`src/rtl/dbg_arb_pkg.sv`:
```
package dbg_arb_pkg;

   typedef enum logic [2:0] {
      ST_IDLE,
      ST_WAIT,
      ST_FORCE,
      ST_TAIL,
      ST_REG
   } arb_st_e;

   function automatic logic [15:0] dup_byte(input logic [7:0] b);
      return {b, b};
   endfunction

endpackage

```
`src/rtl/dbg_win_decode.sv`:
```
module dbg_win_decode #(
   parameter int               AW       = 16,
   parameter int               NREG     = 8,
   parameter logic [AW-1:0]    REG_BASE = 'hFF00
) (
   input  logic [AW-1:0] addr,
   input  logic          act_mode,
   output logic          reg_hit
);
   localparam int  BASE_I  = int'(REG_BASE);
   localparam bit  POW2    = (NREG & (NREG - 1)) == 0;
   localparam bit  ALIGNED = POW2 && ((BASE_I % NREG) == 0);

   if (NREG < 2) begin : g_bad_nreg
      $error("dbg_win_decode: NREG must be at least 2");
   end

   generate
      if (ALIGNED) begin : g_mask
         localparam logic [AW-1:0] MASK = ~(AW'(NREG) - AW'(1));
         assign reg_hit = act_mode && ((addr & MASK) == REG_BASE);
      end else begin : g_range
         logic [AW:0] off;
         assign off     = {1'b0, addr} - {1'b0, REG_BASE};
         assign reg_hit = act_mode && !off[AW] && (off < (AW+1)'(NREG));
      end
   endgenerate

endmodule

```
`src/rtl/dbg_timeout_ctr.sv`:
```
module dbg_timeout_ctr #(
   parameter int LIMIT = 128,
   parameter int CW    = $clog2(LIMIT + 1)
) (
   input  logic clk,
   input  logic rst_n,
   input  logic clear,
   input  logic step,
   output logic expire
);
   logic [CW-1:0] cnt_q;

   if (LIMIT < 2) begin : g_bad_limit
      $error("dbg_timeout_ctr: LIMIT must be at least 2");
   end

   always_ff @(posedge clk or negedge rst_n) begin
      if (!rst_n) begin
         cnt_q <= '0;
      end else if (clear) begin
         cnt_q <= '0;
      end else if (step) begin
         cnt_q <= cnt_q + CW'(1);
      end
   end

   // the step that brings the count to LIMIT ends the search
   assign expire = step && (cnt_q == CW'(LIMIT - 1));

endmodule

```
`src/rtl/dbg_reg_file.sv`:
```
module dbg_reg_file #(
   parameter int NREG = 8,
   parameter int BW   = 8,
   parameter int IW   = $clog2(NREG)
) (
   input  logic          clk,
   input  logic          rst_n,
   input  logic          wr_en,
   input  logic          wide,
   input  logic [IW-1:0] idx,
   input  logic [2*BW-1:0] wdata,
   output logic [2*BW-1:0] rdata
);
   logic [NREG*BW-1:0] flat;
   logic [IW-1:0]      idx_hi;

   if ((NREG & (NREG - 1)) != 0) begin : g_bad_nreg
      $error("dbg_reg_file: NREG must be a power of two");
   end

   assign idx_hi = idx + IW'(1);

   generate
      for (genvar i = 0; i < NREG; i++) begin : g_reg
         logic [BW-1:0] r_q;
         always_ff @(posedge clk or negedge rst_n) begin
            if (!rst_n) begin
               r_q <= '0;
            end else if (wr_en) begin
               if (idx == IW'(i)) begin
                  r_q <= wdata[BW-1:0];
               end else if (wide && (idx_hi == IW'(i))) begin
                  r_q <= wdata[2*BW-1:BW];
               end
            end
         end
         assign flat[i*BW +: BW] = r_q;
      end
   endgenerate

   always_comb begin
      rdata[BW-1:0]    = flat[idx*BW +: BW];
      rdata[2*BW-1:BW] = wide ? flat[idx_hi*BW +: BW] : '0;
   end

endmodule

```
`src/rtl/dbg_lane_mux.sv`:
```
module dbg_lane_mux #(
   parameter int BW = 8
) (
   input  logic            bus_odd,
   input  logic            whole,
   input  logic            phase,
   input  logic [2*BW-1:0] wdata,
   input  logic [2*BW-1:0] rdata,
   output logic [1:0]      be,
   output logic [2*BW-1:0] bus_wdata,
   output logic [BW-1:0]   rd_byte
);
   logic [BW-1:0] wr_byte;

   assign wr_byte = phase ? wdata[2*BW-1:BW] : wdata[BW-1:0];

   always_comb begin
      if (whole) begin
         be        = 2'b11;
         bus_wdata = wdata;
      end else begin
         be        = bus_odd ? 2'b10 : 2'b01;
         bus_wdata = {wr_byte, wr_byte};
      end
   end

   assign rd_byte = bus_odd ? rdata[2*BW-1:BW] : rdata[BW-1:0];

endmodule

```
`src/rtl/dbg_steal_arb.sv`:
```
module dbg_steal_arb
   import dbg_arb_pkg::*;
#(
   parameter int            AW       = 16,
   parameter int            DW       = 16,
   parameter int            TIMEOUT  = 128,
   parameter int            NREG     = 8,
   parameter logic [AW-1:0] REG_BASE = 'hFF00
) (
   input  logic          clk,
   input  logic          rst_n,
   input  logic          dbg_en,
   input  logic          act_mode,
   input  logic          bkgd_req,
   output logic          bkgd_go,
   input  logic          cmd_valid,
   output logic          cmd_ready,
   input  logic          cmd_write,
   input  logic          cmd_wide,
   input  logic [AW-1:0] cmd_addr,
   input  logic [DW-1:0] cmd_wdata,
   output logic [DW-1:0] dbg_rdata,
   output logic          dbg_done,
   input  logic          cpu_idle,
   output logic          cpu_freeze,
   input  logic [AW-1:0] cpu_addr,
   output logic [DW-1:0] cpu_rdata,
   output logic          mem_req,
   output logic          mem_we,
   output logic [1:0]    mem_be,
   output logic [AW-1:0] mem_addr,
   output logic [DW-1:0] mem_wdata,
   input  logic [DW-1:0] mem_rdata
);
   localparam int BW = DW / 2;
   localparam int IW = $clog2(NREG);

   if (DW != 2 * BW || BW < 1) begin : g_bad_dw
      $error("dbg_steal_arb: DW must be two byte lanes");
   end
   if (AW <= IW) begin : g_bad_aw
      $error("dbg_steal_arb: AW too small for the register window");
   end

   arb_st_e       st_q, st_d;
   logic [AW-1:0] a_q;
   logic [DW-1:0] d_q, rd_q;
   logic          wr_q, wide_q;
   logic          done_q, frz_q, go_q;

   logic          split, whole, in_wait, bus_go, phase, fin;
   logic          frz_set, expire;
   logic          c_reg_hit, u_reg_hit;
   logic [AW-1:0] bus_a;
   logic [1:0]    be;
   logic [DW-1:0] bus_wd, reg_rd;
   logic [BW-1:0] rd_byte;

   // ---- address window decode: one for debug commands, one for CPU reads
   dbg_win_decode #(.AW(AW), .NREG(NREG), .REG_BASE(REG_BASE)) u_cmd_dec (
      .addr     (cmd_addr),
      .act_mode (act_mode),
      .reg_hit  (c_reg_hit)
   );

   dbg_win_decode #(.AW(AW), .NREG(NREG), .REG_BASE(REG_BASE)) u_cpu_dec (
      .addr     (cpu_addr),
      .act_mode (act_mode),
      .reg_hit  (u_reg_hit)
   );

   // ---- idle-search timeout
   dbg_timeout_ctr #(.LIMIT(TIMEOUT)) u_tmo (
      .clk    (clk),
      .rst_n  (rst_n),
      .clear  (st_q == ST_IDLE),
      .step   (in_wait && !cpu_idle),
      .expire (expire)
   );

   // ---- debug register window
   dbg_reg_file #(.NREG(NREG), .BW(BW), .IW(IW)) u_regs (
      .clk   (clk),
      .rst_n (rst_n),
      .wr_en (st_q == ST_REG && wr_q),
      .wide  (wide_q),
      .idx   (a_q[IW-1:0]),
      .wdata (d_q),
      .rdata (reg_rd)
   );

   // ---- byte lane steering
   dbg_lane_mux #(.BW(BW)) u_lanes (
      .bus_odd   (bus_a[0]),
      .whole     (whole),
      .phase     (phase),
      .wdata     (d_q),
      .rdata     (mem_rdata),
      .be        (be),
      .bus_wdata (bus_wd),
      .rd_byte   (rd_byte)
   );

   assign split   = wide_q && a_q[0];
   assign whole   = wide_q && !a_q[0];
   assign in_wait = (st_q == ST_WAIT);
   assign phase   = (st_q == ST_TAIL);
   assign bus_go  = (in_wait && cpu_idle) || (st_q == ST_FORCE) || phase;
   assign bus_a   = phase ? a_q + AW'(1) : a_q;

   // freeze is raised for a split access landing on an idle cycle, or at timeout
   assign frz_set = in_wait && ((cpu_idle && split) || (!cpu_idle && expire));

   always_comb begin
      st_d = st_q;
      fin  = 1'b0;
      unique case (st_q)
         ST_IDLE: begin
            if (cmd_valid) begin
               st_d = c_reg_hit ? ST_REG : ST_WAIT;
            end
         end
         ST_WAIT: begin
            if (cpu_idle) begin
               if (split) begin
                  st_d = ST_TAIL;
               end else begin
                  st_d = ST_IDLE;
                  fin  = 1'b1;
               end
            end else if (expire) begin
               st_d = ST_FORCE;
            end
         end
         ST_FORCE: begin
            if (split) begin
               st_d = ST_TAIL;
            end else begin
               st_d = ST_IDLE;
               fin  = 1'b1;
            end
         end
         ST_TAIL: begin
            st_d = ST_IDLE;
            fin  = 1'b1;
         end
         ST_REG: begin
            st_d = ST_IDLE;
            fin  = 1'b1;
         end
         default: begin
            st_d = ST_IDLE;
         end
      endcase
   end

   always_ff @(posedge clk or negedge rst_n) begin
      if (!rst_n) begin
         st_q   <= ST_IDLE;
         a_q    <= '0;
         d_q    <= '0;
         wr_q   <= 1'b0;
         wide_q <= 1'b0;
         done_q <= 1'b0;
         frz_q  <= 1'b0;
         go_q   <= 1'b0;
      end else begin
         st_q   <= st_d;
         done_q <= fin;
         go_q   <= bkgd_req && dbg_en;
         if (st_q == ST_IDLE && cmd_valid) begin
            a_q    <= cmd_addr;
            d_q    <= cmd_wdata;
            wr_q   <= cmd_write;
            wide_q <= cmd_wide;
         end
         if (fin) begin
            frz_q <= 1'b0;
         end else if (frz_set) begin
            frz_q <= 1'b1;
         end
      end
   end

   // read result assembly
   always_ff @(posedge clk or negedge rst_n) begin
      if (!rst_n) begin
         rd_q <= '0;
      end else if (!wr_q) begin
         if (st_q == ST_REG) begin
            rd_q <= reg_rd;
         end else if (bus_go) begin
            if (phase) begin
               rd_q[DW-1:BW] <= rd_byte;
            end else if (whole) begin
               rd_q <= mem_rdata;
            end else begin
               rd_q <= {{BW{1'b0}}, rd_byte};
            end
         end
      end
   end

   assign cmd_ready  = (st_q == ST_IDLE);
   assign dbg_done   = done_q;
   assign dbg_rdata  = rd_q;
   assign bkgd_go    = go_q;
   assign cpu_freeze = frz_q || (in_wait && cpu_idle && split);
   assign mem_req    = bus_go;
   assign mem_we     = bus_go && wr_q;
   assign mem_be     = bus_go ? be : 2'b00;
   assign mem_addr   = bus_a;
   assign mem_wdata  = bus_wd;
   assign cpu_rdata  = u_reg_hit ? '0 : mem_rdata;

endmodule

```
`config.mk`:
```
export PLATFORM = sky130hd
export DESIGN_NAME = dbg_steal_arb
export DESIGN_NICKNAME = d
export VERILOG_FILES = /design/src/rtl/dbg_arb_pkg.sv /design/src/rtl/dbg_win_decode.sv /design/src/rtl/dbg_timeout_ctr.sv /design/src/rtl/dbg_reg_file.sv /design/src/rtl/dbg_lane_mux.sv /design/src/rtl/dbg_steal_arb.sv
export SDC_FILE = /design/constraint.sdc
export NUM_CORES = 1
export LEC_CHECK = 0
export BUFFER_PORTS_ARGS = -buffer_cell sky130_fd_sc_hd__buf_2
export CAP_MARGIN = 20
export CORE_ASPECT_RATIO = 0.9
export CORE_MARGIN = 4
export CORE_UTILIZATION = 28
export CTS_CLUSTER_SIZE = 30
export DETAILED_ROUTE_END_ITERATION = 12
export GPL_TIMING_DRIVEN = 0
export PLACE_DENSITY = 0.51
export SYNTH_ARGS = -nofsm -noshare
export SYNTH_HDL_FRONTEND = slang
export SYNTH_SLANG_ARGS = --single-unit
```
`constraint.sdc`:
```
create_clock -name clk -period 3.7 [get_ports clk]
set_input_delay 0.185 -clock clk [delete_from_list [all_inputs] [get_ports clk]]
set_output_delay 0.185 -clock clk [all_outputs]
set_load 0.1 [all_outputs]
```
==> impl_metrics.toml, run 1 <==
[timing]
timing.setup.tns_ns = 0
slew_violations = 0
max_freq_mhz = 307
worst_pin_slew_ns = 0.886
rsz0062_at_grt = "no"
max-slew-margin-rel_pct = 40.9
finalHoldViolCount = 0
setup_viol = 0
timing.final.crit_share_pct = 88.0
finClkSkew_ns = 0.0103
fin_crit_ns = 3.26

[floorplan]
start_util_pct = 28.7
die_y_um = 166
coreArea_um2 = 27200
die_width_um = 184
fp-row-count = 57
pin_count = 145
dieArea_um2 = 30600

[place]
port_buffers = 141
dpl.hpwl_um = 17600
globalplace.congestion = 0.796

[global_route]
antenna_found_initial = 0
grt_pass1_wl_um = 37600
grt_usage_pct = 15.6
grt_pass1_vias = 6411
grt_max_degree = 87
grt-ovfl-total = 0

[yosys]
yosysUniqueCellTypes = 62
synth-edff-count = 0
ys_ff_latch = 128
syn_nets = 803
syn_inst = 722
ys.flop_type = "dfrtp_1"
synth_area_um2 = 7790
ys_seq_area_share_pct = 41.1
avgSynthCellArea_um2 = 10.8
async_flop_share_pct = 100
ys.warnings.count = 0

[routing]
vias = 6454
drc = 0
dr.first_iter.drc_count = 424
wl_per_cell_um = 18.8
dr.pass1.iters = 5
wl_um = 24100
vias_per_cell = 5.03
drtAntennaViolNets = 0

[finish]
antenna_cells = 0
nFillCells = 2725
layout_commonest_cell = "buf_2"
drive_gt1_share_pct = 32.9
final_net_count = 997
layout_common_cells = "buf_2, dfrtp_1, mux2i_1, nor2_1, a21oi_1"
area_growth_pct = 27.0

[worst_setup_path]
reg2reg_to = "dbg_rdata[15]"
worstSetupStartpointType = "flop"
critPathCaptureType = "output pin"
worstReg2RegStart = "a_q[0]"
r2r_slack_ns = 0.55
cp.required_ns = 3.51
cp_max_fo = 17
r2r_cells = 8
critPathKind = "reg2out"
cp.arrival_ns = 3.07

[clocking]
clock_path_buffers = 2
cts_tree = "done"
post-cts-setup-buffers = 0
path_clk_slew_ns = 0.06
cts_made_buffers = 17
htreeDepth = 4
insertion_delay_ns = 0.42
cts_resized = 0
root_buffer = "clkbuf_16"
clock_sinks = 128

[min_path]
hold_path_end = "a_q[7]"
hold_start = "cmd_addr[7]"
hold_class = "in2reg"
whs_path_depth = 2

[run_status]
status = "complete, no violations"

[run]
max_cap_violations = 0
==> worst max path at each step <==
| stage | endpoint | slack [ns] | cells past startpoint | from |
|---|---|---|---|---|
| final | mem_addr[1] | 0.44 | 8 | a_q[0] |
| after global placement | dbg_rdata[9] | 0.24 | 9 | a_q[0] |
| after global routing | mem_addr[1] | 0.26 | 8 | a_q[0] |
| after detailed placement | dbg_rdata[13] | 0.24 | 9 | a_q[0] |
| after floorplan | mem_addr[2] | 0.25 | 5 | a_q[2] |
| after CTS | mem_addr[1] | 0.39 | 8 | a_q[0] |
==> metrics by stage <==
stage | setup slack [ns] | hold slack, ns | util (%) | cells | cell area, µm²
floorplan | 0.246 | -0.111 | - | 722 | 7800
global placement | 0.236 | 0.392 | 32.9 | 1217 | 8940
detailed placement | 0.243 | 0.152 | 33.0 | 1218 | 8980
CTS | 0.385 | 0.0000284 | 36.4 | 1282 | 9890
global route | 0.255 | 0.0121 | 36.4 | 1283 | 9890
finish | 0.443 | 0.0265 | 36.4 | 1283 | 9890
==> Yosys cell counts, types with 5 or more instances <==
master    instances  area share [%]
a21oi_1          69             4.4
a21oi_2           7            0.79
a22oi_1          16             1.5
a41oi_1           8            0.90
and2b_1           9            0.87
buf_2            24             1.5
clkbuf_1         23             1.1
dfrtp_1         128              41
ha_1              8             1.3
inv_1             5            0.24
mux2_2           53             7.7
mux2i_1          72             9.3
mux4_1           10             3.4
mux4_2           22             6.4
nand2_1          41             2.0
nand2b_1          7            0.56
nand3_1          10            0.64
nand3b_1          5            0.48
nand4_1           8            0.64
nor2_1           71             3.4
nor2b_1           8            0.64
nor3_1            7            0.45
o21ai_0          28             1.8
o21ai_1           7            0.45
xnor2_1          14             1.6
xor2_1            6            0.67
==> sequential cells by signal, indices dropped and copies added, names as in the netlist <==
| register | count |
|---|---|
| dbg_done | 1 |
| u_tmo.cnt_q | 8 |
| a_q | 16 |
| bkgd_go | 1 |
| frz_q | 1 |
| d_q | 16 |
| dbg_rdata | 16 |
| u_regs.g.r_q | 64 |
| wide_q | 1 |
| wr_q | 1 |
| st_q | 3 |
==> critical path, stage by stage, from the launching register on <==
cell and delay [ns]:
dfrtp_1 0.40, buf_2 0.25, buf_2 0.34, inv_1 0.22
ha_1 0.32, buf_2 0.44, nand2_1 0.08, o21ai_0 0.12
buf_2 0.47
==> what timing repair did <==
action / in CTS / in global routing
hold endpoints to repair: 73 / 0
hold buffers: 33 / 0
setup endpoints to repair: 1 / 0
==> final cells by class <==
type | count | area (µm²) | share of cell area, %
multi-input cells | 527 | 4260 | 43.0
flip-flops and latches | 128 | 3200 | 32.4
repair buffers | 176 | 1070 | 10.9
well taps | 354 | 443 | 4.48
clock buffers | 17 | 425 | 4.30
plain buffers | 60 | 309 | 3.12
clock inverters | 15 | 159 | 1.61
inverters | 6 | 22.5 | 0.228
==> layer usage <==
metal  vias to the layer above  global-route usage [%]  part of all wire (%)
met3                        21                    3.75                   8.3
met4                         0                    3.92                  0.89
met2                       226                    22.7                    42
met1                      3177                    23.3                    49
met5                         -                       0                     0
li1                       3030                       -                     -
==> logic make-up (layout without fill, tap and decap cells) <==
family / Yosys count / in the layout / synth area share, %
compound gates: 148 / 148 / 11.5
xor+xnor: 20 / 20 / 2.25
fa+ha+maj: 8 / 8 / 1.28
mux: 158 / 158 / 26.9
buf+inv: 67 / 274 / 4.30
simple gates: 193 / 193 / 12.7
flops: 128 / 128 / 41.1
Power of run 1 is not shown: default switching activity piles up to over one toggle a cycle in this logic, so the estimate is an artifact.
==> inputs of run 2 (changes only) <==
Settings changed: ABC_AREA from default to 1.
==> run 2 against run 1 <==
Sequential share of layout area decreased by 1.2 points; critical path type unchanged; clock skew increased by 0.0014 ns; first-iteration DRC count increased by 100%; cell area increased by 3.8%; worst setup slack got worse by 0.22 ns; count of clock-buffer cells in the layout increased by 3; register-to-register slack improved by 0.10 ns; hold slack got worse by 0.023 ns; global-route usage increased by 4.8 points; die area increased by 6.0%.
==> impl_metrics.toml, run 2 <==
[run_status]
status = "complete, no violations"

[finish]
fin_cells = 1732
layout_common_cells = "nand2_1, buf_2, dfrtp_1, inv_1, nand3_1"
final_area_um2 = 10300
antenna_cells = 0
top_register = "u_regs.g.r_q"
area_growth_pct = 24.1
multiInputGateArea_um2 = 4190
largest_reg_flops = 64
drive_gt1_share_pct = 18.6
layout_commonest_cell = "nand2_1"
nFillCells = 3163
fin_util_pct = 35.4
regArea_um2 = 3200
final_net_count = 1405

[yosys]
ys.warnings.count = 0
syn_nets = 1228
yosysTopAreaCell = "dfrtp_1"
yosysMostFrequentCell = "nand2_1"
synth_common_cells = "nand2_1, dfrtp_1, inv_1, nand3_1, o211ai_1"
yosysUniqueCellTypes = 38
synth-edff-count = 0
avgSynthCellArea_um2 = 7.22
synth_area_um2 = 8280
ys.flop_type = "dfrtp_1"
async_flop_share_pct = 100
ys_ff_latch = 128
synth.area.top_cells = "dfrtp_1, nand2_1, o211ai_1"
ys_seq_area_share_pct = 38.7
syn_inst = 1147
yosys.area.top_type_share_pct = 38.7

[floorplan]
fp-row-count = 59
die_width_um = 189
start_util_pct = 28.5
coreArea_um2 = 29000
die_y_um = 171
dieArea_um2 = 32400
pin_count = 145

[worst_setup_path]
worstSetupStartpointType = "flop"
cpPeakStageDelay_ns = 0.39
worstReg2RegStart = "a_q[1]"
critPathCaptureType = "output pin"
cp.required_ns = 3.51
crit_start = "a_q[1]"
cp.arrival_ns = 3.29
cp_common_cell = "buf_2"
worstPathCellList = "buf_2 -> clkinv_2 -> buf_2 -> ha_1 -> buf_2 -> clkinv_1 -> clkbuf_2 -> o21ai_1 -> buf_6"
cp_max_fo = 11
critPathKind = "reg2out"
cpMaxStageDelayCell = "dfrtp_1"

[global_route]
grt_pass1_wl_um = 50100
grt_max_degree = 81
grt_usage_pct = 20.4
grt-ovfl-total = 0
antenna_found_initial = 1
grt_pass1_vias = 8296

[pwr]
leakagePower_nw = 5.05
max-vdd-ir-drop_mv = 1.42
power.total_mw = 10.7
power.density_nw_per_um2 = 1040

[place]
dpl.hpwl_um = 24500
placed_cells = 1685
pre_cts_slack_ns = 0.324
port_buffers = 141
place_area_um2 = 9510
globalplace.congestion = 0.955

[clocking]
insertion_delay_ns = 0.45
cts_made_buffers = 17
clock_path_buffers = 2
cts_tree = "done"
root_buffer = "clkbuf_16"
path_clk_slew_ns = 0.06
clock_sinks = 128
htreeDepth = 4

[routing]
dr.pass1.iters = 7
vias_per_cell = 4.99
vias = 8648
wl_per_cell_um = 19.1
drtAntennaViolNets = 0
wl_um = 33100
drc = 0
dr.first_iter.drc_count = 865

[timing]
setup_viol = 0
finClkSkew_ns = 0.0116
max_freq_mhz = 288
worst_pin_slew_ns = 0.841
max-slew-margin-rel_pct = 43.9
slew_violations = 0
rsz0062_at_grt = "no"
timing.setup.tns_ns = 0
fin_ws_ns = 0.222
fin_crit_ns = 3.48
timing.final.crit_share_pct = 94.0
finalHoldViolCount = 0
whs_ns = 0.00312

[min_path]
hold_start = "cmd_wdata[2]"
hold_class = "in2reg"

[run]
max_cap_violations = 0
## run 2: final timing paths
kind / slack [ns] / cells after the start / endpoint
min: 0.003 / 3 / d_q[2]
max in group asynchronous: 2.63 / 3 / u_regs.g_reg[2].r_q[6]
max: 0.22 / 9 / mem_addr[1]
min in group asynchronous: 0.27 / 2 / dbg_rdata[8]
min reg2reg: 0.48 / 2 / dbg_rdata[4]
max reg2reg: 0.65 / 13 / dbg_rdata[15]
## run 2: cells by family (layout without fill, tap and decap cells)
kind of cell / Yosys count / after routing / synth area share, %
AO/OA/AOI/OAI: 261 / 261 / 19.9
XOR/XNOR: 12 / 12 / 1.27
multiplexers: 6 / 6 / 0.816
flip-flops: 128 / 128 / 38.7
adder cells (fa/ha/maj): 8 / 8 / 1.21
AND/OR/NAND/NOR: 528 / 528 / 27.4
buffers and inverters: 204 / 393 / 10.7
## run 2: final cells by class
| class | instances | share of cell area (%) |
|---|---|---|
| Buffer | 63 | 3.42 |
| Inverter | 140 | 5.18 |
| Clock buffer | 20 | 4.44 |
| Timing Repair Buffer | 159 | 8.91 |
| Tap cell | 396 | 4.82 |
| Clock inverter | 11 | 1.28 |
| Multi-Input combinational cell | 815 | 40.8 |
| Sequential cell | 128 | 31.2 |
## run 2: layer usage
| layer | vias up | share of wire [%] | global-route usage, % |
|---|---|---|---|
| li1 | 4169 | - | - |
| met1 | 4061 | 48 | 30.0 |
| met2 | 368 | 41 | 28.6 |
| met3 | 50 | 8.5 | 6.04 |
| met4 | 0 | 2.4 | 6.57 |
| met5 | - | 0 | 0 |
## run 2: repair_timing
| action | in CTS | in global routing |
|---|---|---|
| gates resized for setup | 2 | 3 |
| endpoints found under the hold margin | 63 | 0 |
| gates cloned | 0 | 0 |
| setup endpoints to repair | 1 | 1 |
| hold buffers | 17 | 0 |
| setup buffers | 0 | 0 |
## run 2: power breakdown
part | total [mW] | internal (mW) | switching (mW)
combinational | 6.98 | 1.31 | 5.67
sequential | 2.03 | 1.68 | 0.348
clock | 1.73 | 1.03 | 0.697
## run 2: critical path, delay by kind of cell, from the launching register on
kind / cells / cell delay (ns)
DFF: 1 / 0.39
AOI/OAI and AO/OA: 1 / 0.32
adders and majority gates: 1 / 0.31
buffers and inverters: 7 / 1.82
Power figures use the tool's default switching activity.
==> inputs of run 3 (changes only) <==
Settings changed: BUFFER_PORTS_ARGS -buffer_cell sky130_fd_sc_hd__buf_2 to default, CORE_ASPECT_RATIO 0.9 to 1.4, DONT_BUFFER_PORTS from default to 1, PLACE_DENSITY 0.51 to 0.46.
==> run 3 against run 2 <==
First-iteration DRC count shrank 12%; power rose by 3.1%; sequential cell count stayed put; final cell count down 7.2%; routed wire length increased by 5.6%; die area up 0.11%; highest routed layer unchanged.
==> impl_metrics.toml, run 3 (synthesis gave the netlist of run 2 again) <==
[clocking]
cts_made_buffers = 17
clock_path_buffers = 2
htreeDepth = 4
insertion_delay_ns = 0.44
post-cts-setup-buffers = 0
path_clk_slew_ns = 0.06
root_buffer = "clkbuf_16"
cts_tree = "done"
clock_sinks = 128

[worst_setup_path]
cp.arrival_ns = 3.34
cp.required_ns = 3.51
cp_max_fo = 11
worstSetupStartpointType = "flop"
crit_start = "a_q[1]"
critPathKind = "reg2out"
critPathCaptureType = "output pin"
worstReg2RegStart = "a_q[1]"

[finish]
nFillCells = 3120
antenna_cells = 0
largest_reg_flops = 64
drive_gt1_share_pct = 13.3
layout_common_cells = "nand2_1, dfrtp_1, inv_1, nand3_1, o211ai_1"
area_growth_pct = 23.5
top_register = "u_regs.g.r_q"
final_net_count = 1296
fin_cells = 1608
fin_util_pct = 35.1
layout_commonest_cell = "nand2_1"

[routing]
wl_um = 34900
drc = 0
dr.first_iter.drc_count = 760
drtAntennaViolNets = 0
wl_per_cell_um = 21.7
vias = 8232
vias_per_cell = 5.12
dr.pass1.iters = 6

[floorplan]
start_util_pct = 28.4
die_width_um = 153
die_y_um = 211
fp-row-count = 74
dieArea_um2 = 32400
coreArea_um2 = 29200
pin_count = 145

[timing]
fin_crit_ns = 3.52
timing.final.crit_share_pct = 95.2
timing.setup.tns_ns = 0
setup_viol = 0
finClkSkew_ns = 0.00764
finalHoldViolCount = 0
rsz0062_at_grt = "no"
worst_pin_slew_ns = 1.15
max_freq_mhz = 284
max-slew-margin-rel_pct = 23.2
slew_violations = 0

[global_route]
grt_pass1_wl_um = 51900
grt_max_degree = 129
grt_pass1_vias = 8367
grt_usage_pct = 21.3
grt-ovfl-total = 0
antenna_found_initial = 0

[pwr]
power.density_nw_per_um2 = 1080
leakagePower_nw = 4.74
max-vdd-ir-drop_mv = 0.746

[min_path]
hold_class = "in2reg"
hold_start = "cmd_addr[10]"

[place]
dpl.hpwl_um = 26300
port_buffers = 0
placed_cells = 1537
globalplace.congestion = 0.901

[run]
max_cap_violations = 0

[run_status]
status = "complete, no violations"
-- run 3: cell types whose count changed in the layout (fill, tap and decap cells not counted), sizes merged --
cell	previous run	this run
dlygate4sd3	17	39
clkinv	10	9
bufinv	2	4
clkbuf	45	47
buf	180	49
inv	136	134
-- run 3: per-stage QoR --
step / setup WS (ns) / hold slack, ns / total power, mW / cell area [µm²]
final: 0.177 / 0.0105 / 11.1 / 10200
after global routing: 0.0238 / 0.00380 / 11.6 / 10200
after CTS: 0.0523 / 0.00157 / 11.1 / 10200
after detailed placement: 0.195 / -0.106 / 9.15 / 9180
after global placement: -0.666 / -0.105 / 8.60 / 8750
after floorplan: 0.0268 / -0.111 / 7.16 / 8280
-- run 3: timing repair --
action	4_1_cts	5_1_grt
gates resized for setup	0	3
endpoints found under the setup margin	1	1
endpoints found under the hold margin	165	0
pin swaps	0	0
hold buffers	40	0
-- run 3: worst paths after layout --
check,end,slack (ns),depth (start not counted)
worst max-delay path,mem_addr[1],0.18,9
worst min-delay path,st_q[2],0.01,2
worst max register to register,dbg_rdata[10],0.50,13
worst min register to register,u_tmo.cnt_q[2],0.51,1
max in group asynchronous,u_regs.g_reg[4].r_q[3],2.72,2
min in group asynchronous,u_tmo.cnt_q[4],0.31,2
-- run 3: routing by layer --
layer	up-vias	track usage, %	share of wire, %
li1	3954	-	-
met1	3934	24.6	39
met2	277	39.1	53
met3	67	3.13	4.2
met4	0	9.16	4.1
met5	-	0	0
-- run 3: power by group --
group          switching [mW]  internal, mW  leakage (nW)
registers               0.951          1.67          1.67
logic                    5.21          1.42          2.77
clock network           0.665          1.16         0.300
-- run 3: final cells by class --
type                    instances  area [µm²]  area share [%]
inverters                     140         534            5.23
flip-flops and latches        128        3200            31.3
plain buffers                  63         352            3.44
clock buffers                  22         464            4.54
well taps                     380         475            4.65
repair buffers                 50         668            6.54
clock inverters                10         159            1.55
multi-input cells             815        4370            42.7
-- run 3: critical path, cell delays in order, from the launching register on --
cell and delay, ns:
dfrtp_1 0.39, buf_2 0.32, clkinvlp_4 0.28, buf_2 0.28, ha_1 0.30, buf_2 0.20
clkinv_1 0.30, clkbuf_2 0.32, o21ai_2 0.28, buf_16 0.21
